--- src/rtl/msi_dc_pkg.sv ---
package msi_dc_pkg;

  typedef enum logic [1:0] {
    LN_I = 2'd0,
    LN_S = 2'd1,
    LN_M = 2'd2
  } line_st_e;

  typedef enum logic [1:0] {
    IN_INV   = 2'd0,
    IN_FETCH = 2'd1,
    IN_DATA  = 2'd2,
    IN_NACK  = 2'd3
  } in_msg_e;

  typedef enum logic [2:0] {
    OUT_RDMISS = 3'd0,
    OUT_WRMISS = 3'd1,
    OUT_EVWB   = 3'd2,
    OUT_EVSH   = 3'd3,
    OUT_ACK    = 3'd4,
    OUT_ACKWB  = 3'd5
  } out_msg_e;

  // Access allowed locally without contacting the directory.
  function automatic logic access_hits(line_st_e st, logic wr, logic tag_eq);
    return tag_eq && (wr ? (st == LN_M) : (st != LN_I));
  endfunction

  // State entered when the data reply of a miss arrives.
  function automatic line_st_e fill_state(logic wr);
    return wr ? LN_M : LN_S;
  endfunction

  function automatic out_msg_e miss_code(logic wr);
    return wr ? OUT_WRMISS : OUT_RDMISS;
  endfunction

  // State after an invalidate or fetch hits a held line.
  function automatic line_st_e snoop_next(in_msg_e t, line_st_e st);
    if (t == IN_INV) return LN_I;
    if (st == LN_M) return LN_S;
    return st;
  endfunction

endpackage

--- src/rtl/msi_dc_array.sv ---
module msi_dc_array #(
  parameter int IDX_W  = 3,
  parameter int TAG_W  = 9,
  parameter int DATA_W = 16
) (
  input  logic              clk,
  input  logic              rst_n,
  input  logic [IDX_W-1:0]  ra_idx,
  input  logic [IDX_W-1:0]  rb_idx,
  input  logic              we,
  input  logic [IDX_W-1:0]  w_idx,
  input  logic [TAG_W-1:0]  w_tag,
  input  logic [1:0]        w_st,
  input  logic [DATA_W-1:0] w_data,
  output logic [TAG_W-1:0]  ra_tag,
  output logic [1:0]        ra_st,
  output logic [DATA_W-1:0] ra_data,
  output logic [TAG_W-1:0]  rb_tag,
  output logic [1:0]        rb_st,
  output logic [DATA_W-1:0] rb_data
);
  localparam int NLINES = 1 << IDX_W;

  logic [TAG_W-1:0]  tag_q  [NLINES];
  logic [1:0]        st_q   [NLINES];
  logic [DATA_W-1:0] data_q [NLINES];

  always_ff @(posedge clk) begin
    if (!rst_n) begin
      for (int i = 0; i < NLINES; i++) st_q[i] <= 2'd0;
    end else if (we) begin
      st_q[w_idx] <= w_st;
    end
  end

  always_ff @(posedge clk) begin
    if (we) begin
      tag_q[w_idx]  <= w_tag;
      data_q[w_idx] <= w_data;
    end
  end

  assign ra_tag  = tag_q[ra_idx];
  assign ra_st   = st_q[ra_idx];
  assign ra_data = data_q[ra_idx];
  assign rb_tag  = tag_q[rb_idx];
  assign rb_st   = st_q[rb_idx];
  assign rb_data = data_q[rb_idx];

endmodule

--- src/rtl/msi_dc_responder.sv ---
module msi_dc_responder
  import msi_dc_pkg::*;
#(
  parameter int TAG_W  = 9,
  parameter int DATA_W = 16
) (
  input  logic              in_valid,
  input  logic [1:0]        in_type,
  input  logic [TAG_W-1:0]  in_tag,
  input  logic [TAG_W-1:0]  line_tag,
  input  line_st_e          line_st,
  input  logic [DATA_W-1:0] line_data,
  output logic              busy,
  output out_msg_e          rsp_type,
  output logic [DATA_W-1:0] rsp_data,
  output logic              upd,
  output line_st_e          upd_st,
  output logic              ev_stale
);
  in_msg_e kind;
  logic    held;
  logic    dirty;

  assign kind     = in_msg_e'(in_type);
  assign busy     = in_valid && (kind == IN_INV || kind == IN_FETCH);
  assign held     = (line_tag == in_tag) && (line_st != LN_I);
  assign dirty    = held && (line_st == LN_M);
  assign rsp_type = dirty ? OUT_ACKWB : OUT_ACK;
  assign rsp_data = dirty ? line_data : '0;
  assign upd      = busy && held && (kind == IN_INV || dirty);
  assign upd_st   = snoop_next(kind, line_st);
  assign ev_stale = busy && !held;

endmodule

--- src/rtl/msi_dc_miss_fsm.sv ---
module msi_dc_miss_fsm
  import msi_dc_pkg::*;
#(
  parameter int ADDR_W       = 12,
  parameter int IDX_W        = 3,
  parameter int DATA_W       = 16,
  parameter bit EVICT_NOTIFY = 1'b1
) (
  input  logic              clk,
  input  logic              rst_n,
  input  logic              miss,
  input  logic              hold,
  input  logic              cpu_write,
  input  logic [ADDR_W-1:0] cpu_addr,
  input  logic [DATA_W-1:0] cpu_wdata,
  input  logic [ADDR_W-IDX_W-1:0] a_tag,
  input  line_st_e          a_st,
  input  logic [DATA_W-1:0] a_data,
  input  logic              in_valid,
  input  logic [1:0]        in_type,
  input  logic [ADDR_W-1:0] in_addr,
  input  logic [DATA_W-1:0] in_data,
  output logic              idle,
  output logic              pending,
  output logic              msg_fire,
  output out_msg_e          msg_type,
  output logic [ADDR_W-1:0] msg_addr,
  output logic [DATA_W-1:0] msg_data,
  output logic              arr_we,
  output logic [IDX_W-1:0]  arr_idx,
  output logic [ADDR_W-IDX_W-1:0] arr_tag,
  output line_st_e          arr_st,
  output logic [DATA_W-1:0] arr_data,
  output logic              ev_reissue
);
  localparam int TAG_W = ADDR_W - IDX_W;

  typedef enum logic [1:0] {F_IDLE, F_ISSUE, F_WAIT} fsm_e;

  fsm_e              fs_q, fs_d;
  logic [ADDR_W-1:0] pa_q, pa_d;
  logic              pw_q, pw_d;
  logic [DATA_W-1:0] pd_q, pd_d;

  logic [IDX_W-1:0]  req_idx;
  logic [TAG_W-1:0]  req_tag;
  logic              reply_match;

  assign req_idx     = cpu_addr[IDX_W-1:0];
  assign req_tag     = cpu_addr[ADDR_W-1:IDX_W];
  assign reply_match = in_valid && (in_addr == pa_q);
  assign idle        = (fs_q == F_IDLE);
  assign pending     = (fs_q != F_IDLE);

  always_comb begin
    fs_d       = fs_q;
    pa_d       = pa_q;
    pw_d       = pw_q;
    pd_d       = pd_q;
    msg_fire   = 1'b0;
    msg_type   = OUT_RDMISS;
    msg_addr   = pa_q;
    msg_data   = '0;
    arr_we     = 1'b0;
    arr_idx    = req_idx;
    arr_tag    = a_tag;
    arr_st     = a_st;
    arr_data   = a_data;
    ev_reissue = 1'b0;
    case (fs_q)
      F_IDLE: begin
        if (miss && !hold) begin
          pa_d     = cpu_addr;
          pw_d     = cpu_write;
          pd_d     = cpu_wdata;
          msg_fire = 1'b1;
          if (a_st != LN_I && a_tag != req_tag) begin
            arr_we   = 1'b1;
            arr_st   = LN_I;
            msg_addr = {a_tag, req_idx};
            if (a_st == LN_M) begin
              msg_type = OUT_EVWB;
              msg_data = a_data;
              fs_d     = F_ISSUE;
            end else if (EVICT_NOTIFY) begin
              msg_type = OUT_EVSH;
              fs_d     = F_ISSUE;
            end else begin
              msg_type = miss_code(cpu_write);
              msg_addr = cpu_addr;
              fs_d     = F_WAIT;
            end
          end else begin
            msg_type = miss_code(cpu_write);
            msg_addr = cpu_addr;
            fs_d     = F_WAIT;
          end
        end
      end
      F_ISSUE: begin
        if (!hold) begin
          msg_fire = 1'b1;
          msg_type = miss_code(pw_q);
          fs_d     = F_WAIT;
        end
      end
      default: begin
        if (reply_match && in_msg_e'(in_type) == IN_DATA) begin
          arr_we   = 1'b1;
          arr_idx  = pa_q[IDX_W-1:0];
          arr_tag  = pa_q[ADDR_W-1:IDX_W];
          arr_st   = fill_state(pw_q);
          arr_data = pw_q ? pd_q : in_data;
          fs_d     = F_IDLE;
        end else if (reply_match && in_msg_e'(in_type) == IN_NACK) begin
          msg_fire   = 1'b1;
          msg_type   = miss_code(pw_q);
          ev_reissue = 1'b1;
        end
      end
    endcase
  end

  always_ff @(posedge clk) begin
    if (!rst_n) begin
      fs_q <= F_IDLE;
      pa_q <= '0;
      pw_q <= 1'b0;
      pd_q <= '0;
    end else begin
      fs_q <= fs_d;
      pa_q <= pa_d;
      pw_q <= pw_d;
      pd_q <= pd_d;
    end
  end

endmodule

--- src/rtl/msi_dir_cache.sv ---
module msi_dir_cache
  import msi_dc_pkg::*;
#(
  parameter int ADDR_W       = 12,
  parameter int IDX_W        = 3,
  parameter int DATA_W       = 16,
  parameter bit EVICT_NOTIFY = 1'b1
) (
  input  logic              clk,
  input  logic              rst_n,
  input  logic              cpu_valid,
  input  logic              cpu_write,
  input  logic [ADDR_W-1:0] cpu_addr,
  input  logic [DATA_W-1:0] cpu_wdata,
  output logic              cpu_stall,
  output logic [DATA_W-1:0] cpu_rdata,
  input  logic              in_valid,
  input  logic [1:0]        in_type,
  input  logic [ADDR_W-1:0] in_addr,
  input  logic [DATA_W-1:0] in_data,
  output logic              out_valid,
  output logic [2:0]        out_type,
  output logic [ADDR_W-1:0] out_addr,
  output logic [DATA_W-1:0] out_data
);
  localparam int TAG_W = ADDR_W - IDX_W;

  logic [IDX_W-1:0]  c_idx, m_idx;
  logic [TAG_W-1:0]  c_tag, m_tag;
  logic [TAG_W-1:0]  a_tag, b_tag;
  logic [1:0]        a_st_raw, b_st_raw;
  line_st_e          a_st, b_st;
  logic [DATA_W-1:0] a_data, b_data;

  assign c_idx = cpu_addr[IDX_W-1:0];
  assign c_tag = cpu_addr[ADDR_W-1:IDX_W];
  assign m_idx = in_addr[IDX_W-1:0];
  assign m_tag = in_addr[ADDR_W-1:IDX_W];
  assign a_st  = line_st_e'(a_st_raw);
  assign b_st  = line_st_e'(b_st_raw);

  // Named internal events used by the bound checker.
  logic     snoop_busy, ev_stale, ev_reissue, hit_ok, hit_cond, fsm_pending, fsm_idle;
  out_msg_e rsp_type;
  logic [DATA_W-1:0] rsp_data;
  logic     rsp_upd;
  line_st_e rsp_st;

  logic              f_fire, f_we;
  out_msg_e          f_type;
  logic [ADDR_W-1:0] f_addr;
  logic [DATA_W-1:0] f_data, f_wdata;
  logic [IDX_W-1:0]  f_idx;
  logic [TAG_W-1:0]  f_tag;
  line_st_e          f_st;

  logic              w_we;
  logic [IDX_W-1:0]  w_idx;
  logic [TAG_W-1:0]  w_tag;
  line_st_e          w_st;
  logic [DATA_W-1:0] w_data;

  msi_dc_array #(.IDX_W(IDX_W), .TAG_W(TAG_W), .DATA_W(DATA_W)) u_array (
    .clk(clk), .rst_n(rst_n),
    .ra_idx(c_idx), .rb_idx(m_idx),
    .we(w_we), .w_idx(w_idx), .w_tag(w_tag), .w_st(w_st), .w_data(w_data),
    .ra_tag(a_tag), .ra_st(a_st_raw), .ra_data(a_data),
    .rb_tag(b_tag), .rb_st(b_st_raw), .rb_data(b_data)
  );

  msi_dc_responder #(.TAG_W(TAG_W), .DATA_W(DATA_W)) u_resp (
    .in_valid(in_valid), .in_type(in_type), .in_tag(m_tag),
    .line_tag(b_tag), .line_st(b_st), .line_data(b_data),
    .busy(snoop_busy), .rsp_type(rsp_type), .rsp_data(rsp_data),
    .upd(rsp_upd), .upd_st(rsp_st), .ev_stale(ev_stale)
  );

  assign hit_cond = access_hits(a_st, cpu_write, a_tag == c_tag);
  assign hit_ok   = cpu_valid && fsm_idle && !snoop_busy && hit_cond;

  msi_dc_miss_fsm #(
    .ADDR_W(ADDR_W), .IDX_W(IDX_W), .DATA_W(DATA_W), .EVICT_NOTIFY(EVICT_NOTIFY)
  ) u_fsm (
    .clk(clk), .rst_n(rst_n),
    .miss(cpu_valid && !hit_cond), .hold(snoop_busy),
    .cpu_write(cpu_write), .cpu_addr(cpu_addr), .cpu_wdata(cpu_wdata),
    .a_tag(a_tag), .a_st(a_st), .a_data(a_data),
    .in_valid(in_valid), .in_type(in_type), .in_addr(in_addr), .in_data(in_data),
    .idle(fsm_idle), .pending(fsm_pending),
    .msg_fire(f_fire), .msg_type(f_type), .msg_addr(f_addr), .msg_data(f_data),
    .arr_we(f_we), .arr_idx(f_idx), .arr_tag(f_tag), .arr_st(f_st), .arr_data(f_wdata),
    .ev_reissue(ev_reissue)
  );

  // Single array write port: snoop update, then miss engine, then store hit.
  always_comb begin
    w_we   = 1'b0;
    w_idx  = c_idx;
    w_tag  = a_tag;
    w_st   = a_st;
    w_data = a_data;
    if (rsp_upd) begin
      w_we   = 1'b1;
      w_idx  = m_idx;
      w_tag  = b_tag;
      w_st   = rsp_st;
      w_data = b_data;
    end else if (f_we) begin
      w_we   = 1'b1;
      w_idx  = f_idx;
      w_tag  = f_tag;
      w_st   = f_st;
      w_data = f_wdata;
    end else if (hit_ok && cpu_write) begin
      w_we   = 1'b1;
      w_st   = LN_M;
      w_data = cpu_wdata;
    end
  end

  assign cpu_stall = cpu_valid && !hit_ok;
  assign cpu_rdata = hit_ok ? a_data : '0;

  always_ff @(posedge clk) begin
    if (!rst_n) begin
      out_valid <= 1'b0;
      out_type  <= 3'd0;
      out_addr  <= '0;
      out_data  <= '0;
    end else if (snoop_busy) begin
      out_valid <= 1'b1;
      out_type  <= rsp_type;
      out_addr  <= in_addr;
      out_data  <= rsp_data;
    end else if (f_fire) begin
      out_valid <= 1'b1;
      out_type  <= f_type;
      out_addr  <= f_addr;
      out_data  <= f_data;
    end else begin
      out_valid <= 1'b0;
      out_type  <= 3'd0;
      out_addr  <= '0;
      out_data  <= '0;
    end
  end

endmodule

--- config.mk ---
export PLATFORM = sky130hd
export DESIGN_NAME = msi_dir_cache
export DESIGN_NICKNAME = d
export VERILOG_FILES = /design/src/rtl/msi_dc_pkg.sv /design/src/rtl/msi_dc_array.sv /design/src/rtl/msi_dc_responder.sv /design/src/rtl/msi_dc_miss_fsm.sv /design/src/rtl/msi_dir_cache.sv
export SDC_FILE = /design/constraint.sdc
export NUM_CORES = 1
export LEC_CHECK = 0
export BUFFER_PORTS_ARGS = -buffer_cell sky130_fd_sc_hd__buf_2
export CAP_MARGIN = 10
export CORE_MARGIN = 2
export CORE_UTILIZATION = 55
export CTS_CLUSTER_DIAMETER = 60
export DETAILED_ROUTE_END_ITERATION = 8
export PLACE_DENSITY = 0.74
export SKIP_CTS_REPAIR_TIMING = 1
export SYNTH_ARGS = -nofsm -noshare
export SYNTH_HDL_FRONTEND = slang
export SYNTH_SLANG_ARGS = --single-unit
--- constraint.sdc ---
create_clock -name clk -period 4.65 [get_ports clk]
set_input_delay 0.93 -clock clk [delete_from_list [all_inputs] [get_ports clk]]
set_output_delay 0.93 -clock clk [all_outputs]
set_load 0.01 [all_outputs]
## After elaboration in Yosys (flattened, before gate mapping)

Memories as Yosys holds them, arrays and structs flattened.
Cells that the tools add are included.

| cells by class | value |
|---|---|
| equal/unequal tests | 12 |
| muxes and demuxes | 81 |
| reductions and logical operators | 31 |

Operators with widths:

| kind | count |
|---|---|
| 2-to-1 mux 16 bit | 14 |
| 2-to-1 mux 12 bit | 5 |
| 2-to-1 mux 9 bit | 4 |
| 2-to-1 mux 3 bit | 11 |
| 2-to-1 mux 2 bit | 16 |
| 2-to-1 mux 1 bit | 26 |
| == test 9 bit | 2 |
| logical AND 1 bit | 17 |
| == test 12 bit | 1 |
| inequality test 9 bit | 1 |
| == test 2 bit, second input constant | 4 |
| one-hot mux 2 bit (2 select lines) | 2 |
| one-hot mux 3 bit (2 select lines) | 1 |
| == test 2 x 1 -> 1 bit, second input constant | 2 |
| logical NOT 2 bit | 2 |
| one-hot mux 1 bit (2 select lines) | 2 |
| nonzero test 2 bit | 2 |
| OR reduction 2 bit | 2 |
| logical NOT 1 bit | 3 |
| AND reduction 3 bit | 1 |
| nonzero test 3 bit | 1 |
| logical OR 1 bit | 2 |
| inequality test 2 x 1 -> 1 bit, second input constant | 1 |
| inequality test 2 bit, second input constant | 1 |
| AND reduction 2 bit | 1 |

| word-level totals | value |
|---|---|
| RAM bits | 216 |
| logic and storage cells | 135 |
| memories kept | 3 |
| register bits after elaboration | 63 |
| input port bits | 63 |

Memory list:

| memory | words | width | read ports | clocked after Yosys merged registers in | write ports | line | RTL |
|---|---|---|---|---|---|---|---|
| u_array.data_q | 8 | 16 | 2 | 0 | 1 | msi_dc_array.sv:26 | `logic [DATA_W-1:0] data_q [NLINES];` |
| u_array.tag_q | 8 | 9 | 2 | 0 | 1 | msi_dc_array.sv:24 | `logic [TAG_W-1:0] tag_q [NLINES];` |
| u_array.st_q | 8 | 2 | 2 | 0 | 8 | msi_dc_array.sv:25 | `logic [1:0] st_q [NLINES];` |

## Longest topological paths before layout

An unclocked memory read counts as a cell.

| logic depth | value |
|---|---|
| depth after elaboration | 16 |
| gate-level depth with buffers | 12 |
| mapped depth without buffers | 8 |

## Modules after synthesis

Synthesis repeated with hierarchy kept, for this count alone.

| second synthesis, totals | value |
|---|---|
| cell total of the unflattened synthesis | 1,181 |
| area, all modules | 15,830.2 um^2 |

By module, submodules not included:

| module | cells each | sequential area each (um^2) | area each (um^2) | times used |
|---|---|---|---|---|
| msi_dc_array | 454 | 6,486.2 | 10,258.6 | 1 |
| msi_dc_miss_fsm | 327 | 620.6 | 2,543.7 | 1 |
| msi_dir_cache | 333 | 640.6 | 2,543.7 | 1 |
| msi_dc_responder | 67 | 0.0 | 484.2 | 1 |

## Least setup slack after synthesis

No wires, ideal clock.

| timing path | value |
|---|---|
| path kind | in2out |
| start point | input cpu_addr[0] |
| end point | output cpu_rdata[10] |
| path slack | 0.627 ns |
| cell stages on the path | 10 |
| data required time | 3.720 ns |
| arrival | 3.093 ns |
| path through | buf_6 mux4_2 mux2_2 xor2_1 nor2_2 and4_4 buf_6 nand4_1 clkbuf_1 nor2_1 |

| between the ends | value |
|---|---|
| word-level cells in the longest chain between the ends | 6 |

RTL lines:

| element | line | RTL |
|---|---|---|
| from (decl) | msi_dir_cache.sv:13 | `input logic [ADDR_W-1:0] cpu_addr,` |
| memory read (8 x 2 bit) | n/a |  |
| == test 2 bit / nonzero test 2 bit (equally long branches) | msi_dc_pkg.sv:27 | `return tag_eq && (wr ? (st == LN_M) : (st != LN_I));` |
| 2-to-1 mux 1 bit | msi_dc_pkg.sv:27 |  |
| logical AND 1 bit | msi_dc_pkg.sv:27 |  |
| logical AND 1 bit | msi_dir_cache.sv:79 | `assign hit_ok = cpu_valid && fsm_idle && !snoop_busy && hit_cond;` |
| 2-to-1 mux 16 bit * | msi_dir_cache.sv:122 | `assign cpu_rdata = hit_ok ? a_data : '0;` |
| to (decl) | msi_dir_cache.sv:16 | `output logic [DATA_W-1:0] cpu_rdata,` |

Mark *: on every way between the ends. The rest lies on a longest branch, timed or not.

## Worst setup path after layout

| timing path | value |
|---|---|
| start point | input cpu_addr[1] |
| end point | output cpu_stall |

| between the ends | value |
|---|---|
| word-level cells in the longest chain between the ends | 7 |

RTL lines:

| element | line | RTL |
|---|---|---|
| memory read (8 x 2 bit) | n/a |  |
| == test 2 bit / nonzero test 2 bit (equally long branches) | msi_dc_pkg.sv:27 |  |
| 2-to-1 mux 1 bit | msi_dc_pkg.sv:27 |  |
| logical AND 1 bit * | msi_dc_pkg.sv:27 |  |
| logical AND 1 bit * | msi_dir_cache.sv:79 |  |
| logical NOT 1 bit * | msi_dir_cache.sv:121 | `assign cpu_stall = cpu_valid && !hit_ok;` |
| logical AND 1 bit * | msi_dir_cache.sv:121 |  |
| to (decl) | msi_dir_cache.sv:15 | `output logic cpu_stall,` |

Marked as above.

==> results.tsv <==
metric	value	unit
synthesized area	0.0141	mm2
cell area after layout	0.0165	mm2
Worst Hold Class	reg2reg	
final max-slew violation count	0	
Sink Count	279	
cells after synthesis	1021	
vias in the first global route	9792	
sw frac	0.241	
yosys warns	0	
CP dominant cell by count	buf_2	
FF+latch count, synth	279	
unrepaired setup endpoints after global routing	false	
Critical Path Max Stage Delay	0.63	ns
Yosys cell types	64	
TritonCTS clock tree	built	
Pre-Repair DR Iteration Count	6	
Layout fillers	1753	
Setup-failing EPs final	0	
worst-path fanout max	18	
Die Wd	164	um
outcome	finished clean	
detailed placer's ending HPWL	26100	um
Detailed Route Iter0 Violations	1104	
dpl cell area	0.0155	mm2
port buffer count	111	
DRC viols	0	
P_sw	1.46	mW
normalized max-slew margin	0.445	
crit path to	cpu_stall	
Core ar.	0.0252	mm2
asr flop ratio synth	0	
startpoint types	input pin	
Wirelength per Cell	25.1	um
Finished Layout Cells	1529	
Seq/Total Area, Yosys	0.549	
kind of critical path	in2out	
largest net degree at the start of global routing	38	
Setup crit end kind	output port	
Initial Util	0.560	
Remaining Overflow, GRT	0	
Root Driver	clkbuf_16	
clock buffer depth	3	
CTS buffer count	31	
Cells after DPL	1470	
final WL	38400	um
share of layout cells above drive strength 1	0.321	
Hold Fails Final Rpt	0	
number of flops mapped to enable cells by yosys	216	
Worst EP arrival	3.58	ns
crit path buf inv count	4	
Worst VDD drop	0.000326	V
slowest CP cell	a221oi_1	
Mapped Avg Cell Area	13.8	um2
H-tree levels	1	
crit path from	cpu_addr[1]	
Sequential Power Share	0.465	
Vert. Die Dim	164	um
via count	9925	
Syn Nets	1084	
first-pass GRT wire length	57800	um
Worst R2R End	u_array.st_q[1][1]	
max cap viols	0	
delay-heaviest family, CP	buffers and inverters	
Pint	4.58	mW
TNS Setup	0	ns
Reg2Reg Setup Slack	1.07	ns
worst-case reg-to-reg path depth	7	
full die area	0.0269	mm2
most common cell after layout, fill and taps aside	edfxtp_1	
Total Power	6.03	mW
Global Route Usage Sum	0.287	
clock network fraction of total power	0.415	
# IOs	112	
register clock-pin slew on the reported worst setup and hold paths	0.05	ns
clock skew	0.0143	ns
via/cell ratio	6.49	
Main synth FF type	edfxtp_1	
Lkg Pwr	6.09	nW
Least-Margin Pin Slew	0.832	ns
final worst-path cycle share	0.969	
crit-path cells	buf_2 -> buf_4 -> mux2i_1 -> a221oi_1 -> xnor2_1 -> and4_4 -> nand4_1 -> buf_12 -> and2_1 -> buf_2	
max frequency	0.222	GHz
Final ANT Viol Nets	0	
minimum clock period	4.51	ns
GPL Wtd Cong	0.891	
PD cells	365	mW/mm2
most frequent cells in the layout	edfxtp_1, buf_2, mux2i_1, mux4_2, nand2_1	
Clock Latency Late Sink	0.57	ns
final core occ	0.656	
RR Startpoint	u_array.tag_q[0][7]	
Levels on crit path	10	
cell row count	58	
Logic pwr share	0.119	
Area growth syn-to-layout	17.1	%
Critical Path RT	3.72	ns
initial antenna violation count	1	
Layout Nets	1236	
## logic make-up after synthesis
kind of cell	Yosys count	synth area share
simple gates	239	0.0811
buf+inv	76	0.0283
mux	222	0.242
compound gates	176	0.0810
flops	279	0.549
xor+xnor	29	0.0180
## cell type report
type	count	area [um2]	area share
Tap cell	330	413	0.0250
Clock inverter	17	210	0.0127
Sequential cell	279	7750	0.469
Timing Repair Buffer	190	1290	0.0780
Antenna cell	1	2.50	0.000151
Clock buffer	41	843	0.0510
Inverter	5	18.8	0.00114
Multi-Input combinational cell	666	6000	0.363
## worst min-delay path: cells and delay by family, from the launching register on
kind	cells	cell delay, ns
AND/OR/NAND/NOR	1	0.05
AO/OA/AOI/OAI	1	0.05
flip-flops	1	0.31
## registers in the layout (all words and copies together) (netlist names)
name and flops:
out_addr 12, out_data 16, out_type 3, out_valid 1, u_array.data_q 128, u_array.st_q 16
u_array.tag_q 72, u_fsm.fs_q 2, u_fsm.pa_q 12, u_fsm.pd_q 16, u_fsm.pw_q 1
## how the worst min path moves through the flow
stage	start	cells after the start	slack, ns	end
after floorplan	u_fsm.pd_q[0]	2	0.43	u_fsm.pd_q[0]
after global placement	u_fsm.pd_q[0]	2	0.44	u_fsm.pd_q[0]
after detailed placement	u_fsm.pd_q[10]	2	0.45	u_fsm.pd_q[10]
after CTS	u_fsm.pd_q[10]	2	0.45	u_fsm.pd_q[10]
after global routing	u_fsm.pd_q[13]	2	0.48	u_fsm.pd_q[13]
final	u_fsm.pd_q[10]	2	0.45	u_fsm.pd_q[10]
## power by group through the flow
stage / registers [mW] / clock network [mW] / logic [mW]
2_1_floorplan: 2.85 / 0 / 0.460
3_3_place_gp: 2.85 / 0 / 0.694
3_5_place_dp: 2.86 / 0 / 0.707
4_1_cts: 2.81 / 2.54 / 0.712
5_1_grt: 2.81 / 2.63 / 0.766
6_report: 2.81 / 2.51 / 0.719
## per-stage QoR
step | hold slack [ns] | setup WS, ns
after floorplan | 0.433 | 0.627
after global placement | 0.438 | 0.313
after detailed placement | 0.447 | 0.210
after CTS | 0.454 | 0.247
after global routing | 0.477 | 0.0814
final | 0.454 | 0.144
## cell usage after synthesis, types with 11 or more instances
cell type / count / area (um2)
o21ai_0: 21 / 105
a21oi_1: 75 / 375
dfxtp_1: 63 / 1260
buf_1: 15 / 56.3
nand2_1: 88 / 330
mux4_2: 90 / 2030
clkbuf_1: 31 / 116
a22oi_1: 28 / 210
mux2i_1: 98 / 981
buf_2: 16 / 80.1
edfxtp_1: 216 / 6490
xor2_1: 18 / 158
nor2_1: 66 / 248
mux2_2: 29 / 327
nand3_1: 16 / 80.1
nor2b_1: 12 / 75.1
xnor2_1: 11 / 96.3
## layer usage
layer / vias up / track usage / wire length, um
li1: 4313 / - / -
met1: 4958 / 0.400 / 15300
met2: 554 / 0.465 / 18300
met3: 100 / 0.0503 / 3570
met4: 0 / 0.0869 / 1190
met5: - / 0 / 0
(Power assumes the default switching activity.)
